File: src/rtl/seeprom_pkg.sv
package seeprom_pkg;
   typedef struct packed {
      logic scl;
      logic sda;
   } line_t;

   typedef enum logic [2:0] {
      E_IDLE, E_START, E_TX, E_ACK, E_RXD, E_NACK, E_FIN
   } eng_state_t;

   typedef enum logic [1:0] {
      STG_CMDW, STG_ADDR, STG_CMDR
   } stage_t;

   typedef enum logic [1:0] {
      L_WAIT, L_ISSUE, L_BUSY, L_END
   } ld_state_t;
endpackage

File: src/rtl/twl_line_pacer.sv
module twl_line_pacer
   import seeprom_pkg::*;
#(
   parameter int SETTLE_CYCLES = 20
) (
   input  logic  clk,
   input  logic  rst_n,
   input  logic  fire,
   input  line_t want,
   output logic  step_done,
   output logic  en_o,
   output logic  scl_o,
   output logic  sda_o
);
   localparam int CW = $clog2(SETTLE_CYCLES + 1);

   logic [CW-1:0] cnt;
   logic          busy;

   assign step_done = busy && (cnt == CW'(1));

   always_ff @(posedge clk) begin
      if (!rst_n) begin
         cnt   <= '0;
         busy  <= 1'b0;
         en_o  <= 1'b0;
         scl_o <= 1'b0;
         sda_o <= 1'b1;
      end else if (fire && !busy) begin
         en_o  <= 1'b1;
         scl_o <= want.scl;
         sda_o <= want.sda;
         cnt   <= CW'(SETTLE_CYCLES);
         busy  <= 1'b1;
      end else if (busy) begin
         cnt <= cnt - CW'(1);
         if (cnt == CW'(1)) busy <= 1'b0;
      end
   end

   AST_FIRE_IDLE: assert property (@(posedge clk) disable iff (!rst_n)
      fire |-> !busy);
   AST_EN_ON_CHANGE: assert property (@(posedge clk) disable iff (!rst_n)
      (scl_o != $past(scl_o)) || (sda_o != $past(sda_o)) |-> en_o);
   AST_HIGH_DATA_FALL_ONLY: assert property (@(posedge clk) disable iff (!rst_n)
      scl_o && $past(scl_o) && (sda_o != $past(sda_o)) |-> !sda_o);
endmodule

File: src/rtl/twl_byte_reader.sv
module twl_byte_reader
   import seeprom_pkg::*;
#(
   parameter int       MAX_TRIES = 10,
   parameter int       MAX_SLOTS = 10,
   parameter bit [6:0] DEV_SEL   = 7'h50
) (
   input  logic       clk,
   input  logic       rst_n,
   input  logic       go,
   input  logic [7:0] addr,
   input  logic       step_done,
   input  logic       sda_i,
   output logic       fire,
   output line_t      want,
   output logic       done,
   output logic       err,
   output logic [7:0] byte_o
);
   localparam int       TW     = $clog2(MAX_TRIES + 1);
   localparam int       SW     = $clog2(MAX_SLOTS + 1);
   localparam bit [7:0] WR_CMD = {DEV_SEL, 1'b0};
   localparam bit [7:0] RD_CMD = {DEV_SEL, 1'b1};

   eng_state_t    st;
   stage_t        stg;
   logic [1:0]    ph;
   logic [2:0]    bitn;
   logic [TW-1:0] tries;
   logic [SW-1:0] slots;
   logic [7:0]    shreg, rx, addr_q;
   logic          smp, pend, err_q;
   logic          last_slot;

   assign last_slot = (slots == SW'(MAX_SLOTS - 1));
   assign fire = !pend && (st inside {E_START, E_TX, E_ACK, E_RXD, E_NACK});

   always_comb begin
      want.scl = 1'b0;
      want.sda = 1'b1;
      unique case (st)
         E_START: begin
            want.scl = (ph == 2'd1) || (ph == 2'd2);
            want.sda = (ph != 2'd2);
         end
         E_TX: begin
            want.scl = (ph == 2'd1);
            want.sda = shreg[7];
         end
         E_ACK, E_RXD, E_NACK: want.scl = (ph == 2'd1) || (ph == 2'd2);
         default: ;
      endcase
   end

   always_ff @(posedge clk) begin
      if (!rst_n) begin
         st <= E_IDLE; stg <= STG_CMDW; ph <= '0; bitn <= '0;
         tries <= '0; slots <= '0; shreg <= '0; rx <= '0; addr_q <= '0;
         smp <= 1'b1; pend <= 1'b0; err_q <= 1'b0;
         done <= 1'b0; err <= 1'b0; byte_o <= 8'hFF;
      end else begin
         done <= 1'b0;
         if (fire) pend <= 1'b1;
         if (step_done) pend <= 1'b0;
         unique case (st)
            E_IDLE: if (go) begin
               st <= E_START; stg <= STG_CMDW; tries <= '0;
               ph <= '0; addr_q <= addr; err_q <= 1'b0;
            end
            E_START: if (step_done) begin
               if (ph == 2'd3) begin
                  ph <= '0; st <= E_TX; bitn <= 3'd7;
                  shreg <= (stg == STG_CMDR) ? RD_CMD : WR_CMD;
               end else ph <= ph + 2'd1;
            end
            E_TX: if (step_done) begin
               if (ph == 2'd2) begin
                  ph <= '0;
                  if (bitn == 3'd0) begin
                     st <= E_ACK; slots <= '0;
                  end else begin
                     bitn <= bitn - 3'd1; shreg <= {shreg[6:0], 1'b0};
                  end
               end else ph <= ph + 2'd1;
            end
            E_ACK, E_RXD, E_NACK: if (step_done) begin
               if (ph == 2'd1) smp <= sda_i;
               if (ph != 2'd3) ph <= ph + 2'd1;
               else begin
                  ph <= '0;
                  if (st == E_RXD) begin
                     rx <= {rx[6:0], smp};
                     if (bitn == 3'd0) begin
                        st <= E_NACK; slots <= '0;
                     end else bitn <= bitn - 3'd1;
                  end else if (st == E_NACK) begin
                     if (smp) st <= E_FIN;
                     else if (last_slot) begin st <= E_FIN; err_q <= 1'b1; end
                     else slots <= slots + SW'(1);
                  end else if (!smp) begin
                     unique case (stg)
                        STG_CMDW: begin
                           st <= E_TX; stg <= STG_ADDR; shreg <= addr_q; bitn <= 3'd7;
                        end
                        STG_ADDR: begin
                           st <= E_START; stg <= STG_CMDR; tries <= '0;
                        end
                        default: begin st <= E_RXD; bitn <= 3'd7; end
                     endcase
                  end else if (!last_slot) slots <= slots + SW'(1);
                  else if (stg == STG_ADDR || tries == TW'(MAX_TRIES - 1)) begin
                     st <= E_FIN; err_q <= 1'b1;
                  end else begin
                     st <= E_START; tries <= tries + TW'(1);
                  end
               end
            end
            default: begin
               done   <= 1'b1;
               err    <= err_q;
               byte_o <= err_q ? 8'hFF : rx;
               st     <= E_IDLE;
            end
         endcase
      end
   end

   AST_NO_STEP_UNASKED: assert property (@(posedge clk) disable iff (!rst_n)
      step_done |-> pend);
   AST_GO_WHEN_IDLE: assert property (@(posedge clk) disable iff (!rst_n)
      go |-> st == E_IDLE);
endmodule

File: src/rtl/cfg_sequencer.sv
module cfg_sequencer
   import seeprom_pkg::*;
#(
   parameter bit [7:0] SPEED_ADDR = 8'h02,
   parameter bit [7:0] RAM_ADDR   = 8'h03,
   parameter bit [7:0] ADDR_BASE  = 8'h08,
   parameter int       ADDR_BYTES = 6,
   parameter int       RAM_KB_W   = 16
) (
   input  logic                    clk,
   input  logic                    rst_n,
   input  logic                    glue_en,
   input  logic                    rd_done,
   input  logic                    rd_err,
   input  logic [7:0]              rd_byte,
   output logic                    rd_go,
   output logic [7:0]              rd_addr,
   output logic                    speed_4m,
   output logic [RAM_KB_W-1:0]     ram_kb,
   output logic [8*ADDR_BYTES-1:0] station,
   output logic [2:0]              field_err,
   output logic                    cfg_done
);
   localparam int N_READS = 2 + ADDR_BYTES;
   localparam int IW      = $clog2(N_READS);

   ld_state_t     lst;
   logic [IW-1:0] idx;

   assign rd_go = (lst == L_ISSUE);

   always_comb begin
      if (idx == IW'(0))      rd_addr = SPEED_ADDR;
      else if (idx == IW'(1)) rd_addr = RAM_ADDR;
      else                    rd_addr = ADDR_BASE + 8'(idx) - 8'd2;
   end

   always_ff @(posedge clk) begin
      if (!rst_n) begin
         lst <= L_WAIT; idx <= '0; speed_4m <= 1'b0; ram_kb <= '0;
         field_err <= '0; cfg_done <= 1'b0;
      end else begin
         cfg_done <= 1'b0;
         unique case (lst)
            L_WAIT:  if (glue_en) lst <= L_ISSUE;
            L_ISSUE: lst <= L_BUSY;
            L_BUSY: if (rd_done) begin
               if (idx == IW'(0)) begin
                  speed_4m     <= (rd_byte != 8'h00);
                  field_err[0] <= rd_err;
               end else if (idx == IW'(1)) begin
                  ram_kb       <= RAM_KB_W'({rd_byte, 7'b0});
                  field_err[1] <= rd_err;
               end else if (rd_err) field_err[2] <= 1'b1;
               if (idx == IW'(N_READS - 1)) begin
                  lst <= L_END; cfg_done <= 1'b1;
               end else begin
                  idx <= idx + IW'(1); lst <= L_ISSUE;
               end
            end
            default: ;
         endcase
      end
   end

   for (genvar g = 0; g < ADDR_BYTES; g++) begin : g_addr_byte
      logic [7:0] b_q;
      always_ff @(posedge clk) begin
         if (!rst_n) b_q <= '0;
         else if (lst == L_BUSY && rd_done && idx == IW'(g + 2)) b_q <= rd_byte;
      end
      assign station[8*(ADDR_BYTES-1-g) +: 8] = b_q;
   end

   AST_DONE_PULSE: assert property (@(posedge clk) disable iff (!rst_n)
      cfg_done |=> !cfg_done);
   AST_ERR_SPEED_4M: assert property (@(posedge clk) disable iff (!rst_n)
      cfg_done && field_err[0] |-> speed_4m);
   AST_NO_READ_AFTER_END: assert property (@(posedge clk) disable iff (!rst_n)
      lst == L_END |=> !rd_go);
endmodule

File: src/rtl/seeprom_cfg_loader.sv
module seeprom_cfg_loader
   import seeprom_pkg::*;
#(
   parameter int       SETTLE_CYCLES = 20,
   parameter int       MAX_TRIES     = 10,
   parameter int       MAX_SLOTS     = 10,
   parameter bit [6:0] DEV_SEL       = 7'h50,
   parameter bit [7:0] SPEED_ADDR    = 8'h02,
   parameter bit [7:0] RAM_ADDR      = 8'h03,
   parameter bit [7:0] ADDR_BASE     = 8'h08,
   parameter int       ADDR_BYTES    = 6,
   parameter int       RAM_KB_W      = 16
) (
   input  logic                    clk,
   input  logic                    rst_n,
   input  logic                    glue_en,
   input  logic                    sda_i,
   output logic                    line_en_o,
   output logic                    scl_o,
   output logic                    sda_o,
   output logic                    speed_4m_o,
   output logic [RAM_KB_W-1:0]     ram_kb_o,
   output logic [8*ADDR_BYTES-1:0] station_addr_o,
   output logic [2:0]              field_err_o,
   output logic                    cfg_done_o
);
   if (SETTLE_CYCLES < 2) begin : g_bad_settle
      $error("SETTLE_CYCLES must be at least 2");
   end
   if (MAX_TRIES < 1 || MAX_SLOTS < 1) begin : g_bad_limits
      $error("retry and slot limits must be at least 1");
   end
   if (RAM_KB_W < 15) begin : g_bad_ramw
      $error("RAM_KB_W must hold 255*128");
   end
   if (ADDR_BYTES < 1) begin : g_bad_addr
      $error("ADDR_BYTES must be at least 1");
   end

   logic       fire, step_done, rd_go, rd_done, rd_err;
   line_t      want;
   logic [7:0] rd_addr, rd_byte;

   twl_line_pacer #(.SETTLE_CYCLES(SETTLE_CYCLES)) u_pacer (
      .clk(clk), .rst_n(rst_n), .fire(fire), .want(want),
      .step_done(step_done), .en_o(line_en_o), .scl_o(scl_o), .sda_o(sda_o));

   twl_byte_reader #(.MAX_TRIES(MAX_TRIES), .MAX_SLOTS(MAX_SLOTS), .DEV_SEL(DEV_SEL)) u_reader (
      .clk(clk), .rst_n(rst_n), .go(rd_go), .addr(rd_addr), .step_done(step_done),
      .sda_i(sda_i), .fire(fire), .want(want), .done(rd_done), .err(rd_err),
      .byte_o(rd_byte));

   cfg_sequencer #(.SPEED_ADDR(SPEED_ADDR), .RAM_ADDR(RAM_ADDR), .ADDR_BASE(ADDR_BASE),
                   .ADDR_BYTES(ADDR_BYTES), .RAM_KB_W(RAM_KB_W)) u_seq (
      .clk(clk), .rst_n(rst_n), .glue_en(glue_en), .rd_done(rd_done), .rd_err(rd_err),
      .rd_byte(rd_byte), .rd_go(rd_go), .rd_addr(rd_addr), .speed_4m(speed_4m_o),
      .ram_kb(ram_kb_o), .station(station_addr_o), .field_err(field_err_o),
      .cfg_done(cfg_done_o));
endmodule

File: config.mk
export PLATFORM = sky130hd
export DESIGN_NAME = seeprom_cfg_loader
export DESIGN_NICKNAME = d
export VERILOG_FILES = /design/src/rtl/seeprom_pkg.sv /design/src/rtl/twl_line_pacer.sv /design/src/rtl/twl_byte_reader.sv /design/src/rtl/cfg_sequencer.sv /design/src/rtl/seeprom_cfg_loader.sv
export SDC_FILE = /design/constraint.sdc
export NUM_CORES = 1
export LEC_CHECK = 0
export BUFFER_PORTS_ARGS = -buffer_cell sky130_fd_sc_hd__clkbuf_2
export CORE_UTILIZATION = 35
export CTS_CLUSTER_SIZE = 40
export DETAILED_ROUTE_END_ITERATION = 7
export GPL_ROUTABILITY_DRIVEN = 0
export PLACE_DENSITY_LB_ADDON = 0.1
export SYNTH_ARGS = -nofsm -noshare
export SYNTH_HDL_FRONTEND = slang
export SYNTH_SLANG_ARGS = --single-unit
File: constraint.sdc
create_clock -name clk -period 5 [get_ports clk]
set_clock_uncertainty 0.2 [all_clocks]
set_input_delay 0.75 -clock clk [delete_from_list [all_inputs] [get_ports clk]]
set_output_delay 0.75 -clock clk [all_outputs]
set_load 0.01 [all_outputs]
After elaboration in Yosys (flattened, before gate mapping)
Index checks and enable logic that the tools add are counted.

word-level totals
  bits in registers = 130
  input bits = 4
  word-level logic and storage cells = 259

operators by class
  $add $sub $neg = 8
  eq/ne operators = 56
  muxes and demuxes = 106
  bitwise gates (word level) = 5
  reduce and logical (&&, ||, !) cells = 49

operator list
  operator            count
  $mux 8              14
  $mux 3              27
  $mux 4              19
  $ne 2x2->1 const B  17
  $mux 2              15
  $pmux 8 s3          1
  $reduce_and 10->1   2
  $eq 3x3->1 const B  6
  $mux 1              16
  $pmux 4 s2          2
  $ne 3x1->1 const B  5
  $ne 3x3->1 const B  5
  $reduce_and 3->1    5
  $eq 3x2->1 const B  4
  $pmux 3 s4          1
  $reduce_and 12->1   1
  $reduce_and 11->1   1
  $logic_and 1x1->1   10
  $mux 5              2
  $reduce_and 5->1    2
  $logic_not 3->1     3
  $ne 3x2->1 const B  3
  $pmux 3 s3          1
  $reduce_and 9->1    1
  38 further kinds    61

Depth between registers and ports, before layout
Gate-level depths: netlist of the first run.

  depth after elaboration = 10
  mapped depth = 8
  depth with buffers taken out = 7

By module
From an unflattened synthesis of the first run, not the netlist that was laid out.

unflattened totals
  cell total of the unflattened synthesis = 743
  area, all modules = 6,429.9 um^2

by module, submodules not included
  module           times used  cells each  area an instance (um^2)  sequential area each (um^2)
  twl_byte_reader  1           365         2,997.9                  1,101.1
  cfg_sequencer    1           334         2,992.9                  1,321.3
  twl_line_pacer   1           44          439.2                    180.2

Worst setup path after synthesis of the first run
OpenSTA, ideal clock, no wires.

  kind = register to register
  from = reg u_seq.lst[1]
  to = reg u_reader.tries[0]
  arrival time = 1.684 ns
  setup slack = 2.995 ns
  cell stages (with the launch flop) = 7
  clock period less this slack = 2.005 ns
  cell sequence = dfxtp_1 > inv_1 > ha_1 > nor4b_1 > a31o_2 > o22ai_1 > mux2_2

on the way
  word-level cells in the longest chain between the ends = 3

RTL lines
  item                               line                    text
  from (decl)                        cfg_sequencer.sv:27     ld_state_t lst;
  from (signal assigned)             cfg_sequencer.sv:40     lst <= L_WAIT; idx <= '0; speed_4m <= 1'b0; ram_kb <= '0;
  from (signal assigned)             cfg_sequencer.sv:45     L_WAIT: if (glue_en) lst <= L_ISSUE;
  from (signal assigned)             cfg_sequencer.sv:46     L_ISSUE: lst <= L_BUSY;
  $eq 2x1->1                         cfg_sequencer.sv:30     assign rd_go = (lst == L_ISSUE);
  $ne 2x2->1 (no source line)        -
  $reduce_and 9->1 (no source line)  -
  to (signal assigned)               twl_byte_reader.sv:67   st <= E_START; stg <= STG_CMDW; tries <= '0;
  to (signal assigned)               twl_byte_reader.sv:106  st <= E_START; stg <= STG_CMDR; tries <= '0;
  to (signal assigned)               twl_byte_reader.sv:114  st <= E_START; tries <= tries + TW'(1);
  to (decl)                          twl_byte_reader.sv:29   logic [TW-1:0] tries;

No other way between the ends.
A chain may end at the register's enable or synchronous reset.

Worst setup path after layout of the first run
  from = reg u_reader.st[1]
  to = reg u_reader.slots[2]

on the way
  word-level cells in the longest chain between the ends = 6
  elaborated cells between the ends (all ways) = 18

RTL lines
  item                    line                                          text
  from (decl)             twl_byte_reader.sv:25                         eng_state_t st;
  from (signal assigned)  twl_byte_reader.sv:57                         st <= E_IDLE; stg <= STG_CMDW; ph <= '0; bitn <= '0;
  from (signal assigned)  twl_byte_reader.sv:67
  from (signal assigned)  twl_byte_reader.sv:72                         ph <= '0; st <= E_TX; bitn <= 3'd7;
  $eq 3x3->1              twl_byte_reader.sv:65, twl_byte_reader.sv:96
  $mux 4                  twl_byte_reader.sv:96                         end else if (st == E_NACK) begin
  $mux 4                  twl_byte_reader.sv:91                         if (st == E_RXD) begin
  $mux 4                  twl_byte_reader.sv:88                         if (ph != 2'd3) ph <= ph + 2'd1;
  $mux 4                  twl_byte_reader.sv:86                         E_ACK, E_RXD, E_NACK: if (step_done) begin
  $pmux 4 s2              twl_byte_reader.sv:65                         unique case (st)
  to (signal assigned)    twl_byte_reader.sv:99                         else slots <= slots + SW'(1);
  to (signal assigned)    twl_byte_reader.sv:110                        end else if (!last_slot) slots <= slots + SW'(1);
  to (decl)               twl_byte_reader.sv:30                         logic [SW-1:0] slots;

Several ways; a longest one is shown, not always the timed one. The select of a mux whose other input is x is not followed.

==> impl_metrics.yaml, run 1 <==
timing:
  whs_ns: 0.255
  slew_violations: 0
  finalSetupViolCount: 0
  fin_tns_setup_ns: 0
  worst_slew_pin_slew_ns: 1.05
  setup_slack_ns: 2.28
  max_freq_mhz: 368
  max_slew_margin_pct: 29.2
  rsz0062_at_grt: "false"
  period_minus_slack_ns: 2.72
  finalHoldViolCount: 0
  finalCritPeriodShare_pct: 54.3
floorplan:
  io_pins: 76
  rows: 47
  die_w_um: 132
  initial_utilization_pct: 35.8
  die_y_um: 132
  core-area_mm2: 0.0165
  die_area_mm2: 0.0174
clock_tree:
  cts.root.buffer_cell: "clkbuf_16"
  cts_buffers: 17
  postCtsSetupRepairBufs: 0
  clk_latency_ns: 0.43
  h-tree-depth: 4
  cts_resized: 0
  clkSlewWorstSetupHoldPaths_ns: 0.06
  clock-sinks: 126
  cts_tree: "done"
  ctsHoldBuffers: 0
  clockBufferDepth: 2
synthesis:
  syn_avg_cell_area_um2: 8.24
  syn_area_mm2: 0.00591
  netlist_top_cells_area: "dfxtp_1 (43%), nand2_1 (8.6%), a21oi_1 (5.4%)"
  synth-seq-cells: 126
  synth_top_area_cell: "dfxtp_1"
  synth_warnings: 0
  yosysSeqAreaShare_pct: 42.7
  ys_types: 71
  syn_inst: 718
  synth_edf_count: 0
  synthFlopType: "dfxtp_1"
  netlist.area_leader.share_pct: 42.7
  ys_async_sr_fraction_pct: 0
hold_path:
  worst_hold_path.num_cells: 2
  hold_start: "u_seq.g_addr_byte[1].b_q[4]$_SDFFE_PN0P_"
  hold_path_class: "register to register"
  holdPathEnd: "u_seq.g_addr_byte[1].b_q[4]$_SDFFE_PN0P_"
final_layout:
  syn2layout_area_growth_pct: 17.7
  fin_util_pct: 42.1
  nets: 790
  drive_gt1_share_pct: 15.7
  antenna_cells: 0
  final_cells: 995
placed_design:
  dp_slack_ns: 2.37
  port_buffers: 67
  place_hpwl_mm: 10.6
  dp.cells: 963
worst_setup_path:
  critPathMaxFanout: 26
  cp.arrival_ns: 2.81
  crit_required_ns: 5.09
  r2r_cells: 5
  rrSetupSlack_ns: 2.28
  cp-end-kind: "register"
  r2r_start: "u_reader.st[1]$_SDFFE_PN0P_"
  critical_path_class: "register to register"
  cp-start-kind: "register"
  regToRegEndpoint: "u_reader.slots[2]$_SDFFE_PN0P_"
run_status:
  outcome: "finished clean"
global_routing:
  first_global_vias: 4799
  groute.usage.overall_pct: 18.5
  grt_start_max_net_pins: 52
  grt_pass1_wl_mm: 25.5
  overflow: 0
  antenna_found_initial: 0
route:
  drtIter0Drc: 393
  totalWireLength_mm: 15.6
  drcViolationCount: 0
  dr.pass1.iters: 7
  wl_per_cell_um: 15.7
  via_per_inst: 5.20
  vias: 5173
  ant_nets: 0
power:
  power.density_mw_per_mm2: 405
  leakage_uw: 0.00278
  ir_drop_uv: 286
run:
  drv_cap: 0
-- synthesized netlist by cell type (3+ instances only) --
| cell type | number |
|---|---|
| nor3b_1 | 4 |
| nand2_1 | 136 |
| a21o_1 | 5 |
| clkbuf_1 | 31 |
| a32oi_1 | 3 |
| o221ai_1 | 3 |
| nor2_1 | 58 |
| and2_1 | 5 |
| ha_1 | 24 |
| nor3_1 | 16 |
| nor4b_1 | 4 |
| xnor2_1 | 4 |
| nor4_1 | 3 |
| a211oi_1 | 10 |
| o211ai_1 | 4 |
| inv_1 | 25 |
| a22oi_1 | 3 |
| a22o_1 | 4 |
| and3_1 | 8 |
| o22ai_1 | 6 |
| buf_4 | 8 |
| buf_2 | 11 |
| a41o_1 | 3 |
| nand3b_1 | 4 |
| o21ai_0 | 24 |
| nor2b_1 | 7 |
| a21oi_1 | 64 |
| nand2b_1 | 9 |
| a31oi_1 | 7 |
| mux2i_1 | 24 |
| or3_1 | 4 |
| and3b_1 | 3 |
| nand3_1 | 19 |
| buf_1 | 4 |
| dfxtp_1 | 126 |
-- cells by family (layout without fill, tap and decap cells) --
kind of cell             after synthesis  count (layout)  synth area share [%]
AND/OR/NAND/NOR                      299             299                  23.8
AO/OA/AOI/OAI                        159             159                  17.7
flip-flops                           126             126                  42.7
buffers and inverters                 80             130                  5.84
multiplexers                          25              25                  4.25
adder cells (fa/ha/maj)               24              24                  5.08
XOR/XNOR                               4               4                 0.592
other                                  1               8                0.0634
-- worst max path at each step --
stage | startpoint | end | slack [ns] | cells past startpoint
CTS | u_reader.st[1]$_SDFFE_PN0P_ | u_reader.slots[2]$_SDFFE_PN0P_ | 2.35 | 5
global route | u_reader.st[1]$_SDFFE_PN0P_ | u_reader.slots[3]$_SDFFE_PN0P_ | 2.09 | 5
detailed placement | rst_n | u_reader.st[0]$_SDFFE_PN0P_ | 2.37 | 6
floorplan | u_seq.lst[1]$_SDFFE_PN0P_ | u_reader.tries[0]$_SDFFE_PN0P_ | 3.00 | 6
global placement | rst_n | u_reader.st[0]$_SDFFE_PN0P_ | 2.40 | 6
finish | u_reader.st[1]$_SDFFE_PN0P_ | u_reader.slots[2]$_SDFFE_PN0P_ | 2.28 | 5
-- stage by stage --
stage	total power (µW)	area, µm²
CTS	2840	6960
detailed placement	1550	6350
global route	2950	6960
finish	2820	6960
global placement	1550	6350
floorplan	1460	5940
-- registers in the layout, indices dropped and copies added, names as in the netlist, 2 cells and up --
register,flops
u_reader.rx,8
u_seq.lst,2
u_reader.slots,4
u_reader.stg,2
u_reader.ph,2
u_seq.field_err,3
u_reader.addr_q,4
u_seq.g_addr_byte.b_q,48
u_seq.idx,3
u_seq.ram_kb,8
u_reader.st,3
u_reader.byte_o,8
u_reader.bitn,3
u_reader.tries,4
u_reader.shreg,8
u_pacer.cnt,5
-- final cells by class --
cell class	count	area (µm²)
Clock buffer	18	429
Multi-Input combinational cell	519	3080
Tap cell	220	275
Fill cell	1679	9570
Timing Repair Buffer	73	380
Inverter	25	93.8
Clock inverter	14	180
Sequential cell	126	2520
-- where the power goes --
group / switching (µW) / internal [µW] / total [µW]
logic: 251 / 166 / 417
registers: 66.5 / 1050 / 1120
clock network: 491 / 792 / 1280
-- layer usage --
| metal | track usage (%) | share of wire [%] | vias to the layer above |
|---|---|---|---|
| li1 | - | - | 2572 |
| met1 | 25.8 | 49 | 2461 |
| met2 | 28.4 | 46 | 124 |
| met3 | 3.77 | 4.1 | 16 |
| met4 | 6.40 | 1.2 | 0 |
| met5 | 0 | 0 | - |
-- placed cells by master, fill, tap and decap left out, types with 4 or more instances in the layout --
cell type | netlist | layout
inv_1 | 25 | 24
conb_1 | 1 | 8
nand2b_1 | 9 | 9
mux2i_1 | 24 | 24
dfxtp_1 | 126 | 126
inv_6 | 0 | 5
nor2_1 | 58 | 58
o211ai_1 | 4 | 4
clkbuf_16 | 0 | 17
a21o_1 | 5 | 5
a211oi_1 | 10 | 10
ha_1 | 24 | 24
nand2_1 | 136 | 136
o21ai_0 | 24 | 24
nor2b_1 | 7 | 7
nand3b_1 | 4 | 4
nor3_1 | 16 | 16
o22ai_1 | 6 | 6
a22o_1 | 4 | 4
nand3_1 | 19 | 19
nor3b_1 | 4 | 4
a21oi_1 | 64 | 64
or3_1 | 4 | 4
clkbuf_2 | 1 | 67
a31oi_1 | 7 | 7
buf_4 | 8 | 6
and3_1 | 8 | 8
xnor2_1 | 4 | 4
and2_1 | 5 | 5
-- critical path: stages, from the launching register on --
cell and delay [ns]:
dfxtp_1 0.83, nor2b_1 0.38, o21ai_0 0.50, o22ai_1 0.17, a211oi_2 0.34, o221ai_1 0.17
Power figures use the tool's default switching activity.
==> run 2, diff against run 1 <==
clock period = 2.3 ns   (was 5 ns; I/O delays follow)
==> run 2 against run 1 <==
Compared with the run above:
- routed wire length increased by 1.3%
- sequential share of layout area shrank 1.4 points
- cell area grew 4.0%
- core utilization up 1.7 points
- critical endpoint is now u_reader.tries[0]$_SDFFE_PN0P_
- largest power group unchanged
==> impl_metrics.yaml, run 2 (same netlist as run 1, synthesis figures left out) <==
floorplan:
  core-area_mm2: 0.0165
  initial_utilization_pct: 35.8
  die_area_mm2: 0.0174
  io_pins: 76
  die_w_um: 132
  die_y_um: 132
  rows: 47
timing:
  finalHoldViolCount: 0
  whs_ns: 0.192
  fin_tns_setup_ns: 0
  rsz0062_at_grt: "false"
  finalSetupViolCount: 0
  max_slew_margin_pct: 58.0
  max_freq_mhz: 460
  finalCritPeriodShare_pct: 94.5
  worst_slew_pin_slew_ns: 0.629
  period_minus_slack_ns: 2.17
  slew_violations: 0
worst_setup_path:
  worstPathCellList: "ha_1 > nand3b_1 > or4b_1 > nand3_2 > o22ai_1 > mux2_2"
  max_stage_delay_ns: 0.58
  rrSetupSlack_ns: 0.13
  path_buf_inv: 0
  cp-startpoint: "u_reader.slots[0]$_SDFFE_PN0P_"
  crit_required_ns: 2.40
  cp.arrival_ns: 2.27
  r2r_start: "u_reader.slots[0]$_SDFFE_PN0P_"
  cp-end-kind: "register"
  cp_slowest_cell: "or4b_1"
  critical_path_class: "register to register"
  critPathMaxFanout: 5
  cp-start-kind: "register"
  critPathTopFamily: "simple AND/OR/NAND/NOR gates"
global_routing:
  overflow: 0
  groute.usage.overall_pct: 18.6
  first_global_vias: 4978
  grt_start_max_net_pins: 69
  grt_pass1_wl_mm: 25.7
  antenna_found_initial: 0
run_status:
  outcome: "finished clean"
clock_tree:
  h-tree-depth: 4
  cts_buffers: 17
  clockBufferDepth: 2
  clk_latency_ns: 0.42
  cts_tree: "done"
  postCtsSetupRepairBufs: 0
  cts.root.buffer_cell: "clkbuf_16"
  clkSlewWorstSetupHoldPaths_ns: 0.06
  clock-sinks: 126
final_layout:
  nets: 823
  largest-register: "u_seq.g_addr_byte.b_q"
  design_area_mm2: 0.00724
  syn2layout_area_growth_pct: 22.4
  fin_util_pct: 43.8
  antenna_cells: 0
  drive_gt1_share_pct: 19.3
  final_cell_mix: "nand2_1 (136), dfxtp_1 (126), clkbuf_2 (67)"
  layout_commonest_cell: "nand2_1"
  fillCellCount: 1665
  largest_reg_flops: 48
route:
  totalWireLength_mm: 15.8
  ant_nets: 0
  drtIter0Drc: 357
  dr.pass1.iters: 5
  via_per_inst: 5.14
  drcViolationCount: 0
  wl_per_cell_um: 15.4
  vias: 5284
placed_design:
  port_buffers: 67
  place_hpwl_mm: 11.0
  placed_area_mm2: 0.00662
power:
  leakage_uw: 0.00297
  ir_drop_uv: 550
  power.density_mw_per_mm2: 865
  p_total_uw: 6260
hold_path:
  hold_path_class: "input port to register"
  hold_start: "glue_en"
run:
  drv_cap: 0
run 2: final timing paths:
path	end	cells past startpoint
min reg2reg	u_seq.g_addr_byte[3].b_q[1]$_SDFFE_PN0P_	2
min	u_seq.lst[0]$_SDFFE_PN0P_	5
max reg2reg	u_reader.tries[0]$_SDFFE_PN0P_	6
max	u_reader.tries[0]$_SDFFE_PN0P_	6
run 2: area by class of cell:
class	instances	area (µm²)	share of cell area, %
Sequential cell	126	2520	34.8
Clock buffer	21	480	6.64
Clock inverter	11	129	1.78
Multi-Input combinational cell	519	3080	42.6
Timing Repair Buffer	106	656	9.06
Tap cell	220	275	3.80
Inverter	25	93.8	1.30
run 2: layer usage:
layer | routed length [µm] | global-route usage (%) | up-vias | part of all wire, %
li1 | - | - | 2642 | -
met2 | 6980 | 28.3 | 108 | 44
met3 | 661 | 4.69 | 13 | 4.2
met5 | 0 | 0 | - | 0
met4 | 123 | 4.84 | 0 | 0.78
met1 | 8020 | 26.0 | 2521 | 51
run 2: power breakdown:
group | switching (µW) | total [µW] | leakage, µW | internal [µW]
Combinational | 635 | 1120 | 0.00165 | 483
Clock | 1040 | 2760 | 0.000296 | 1720
Sequential | 99.4 | 2390 | 0.00102 | 2290
Total | 1770 | 6260 | 0.00297 | 4490
run 2: tightest hold or removal path, cell delays in order:
cell and delay, ns:
clkbuf_2 0.08, inv_1 0.06, a221oi_1 0.12, nor2_1 0.10, a211oi_1 0.05
run 2: what timing repair did:
item | 4_1_cts | 5_1_grt
resized for setup | 0 | 1
hold buffers | 1 | 0
endpoints found under the setup margin | 0 | 1
hold endpoints to repair | 1 | 0
run 2: metrics by stage:
step,setup WS (ns),instances
after global placement,0.171,995
after CTS,0.0956,1028
after floorplan,0.295,725
final,0.127,1028
after global routing,0.00551,1028
after detailed placement,0.121,995
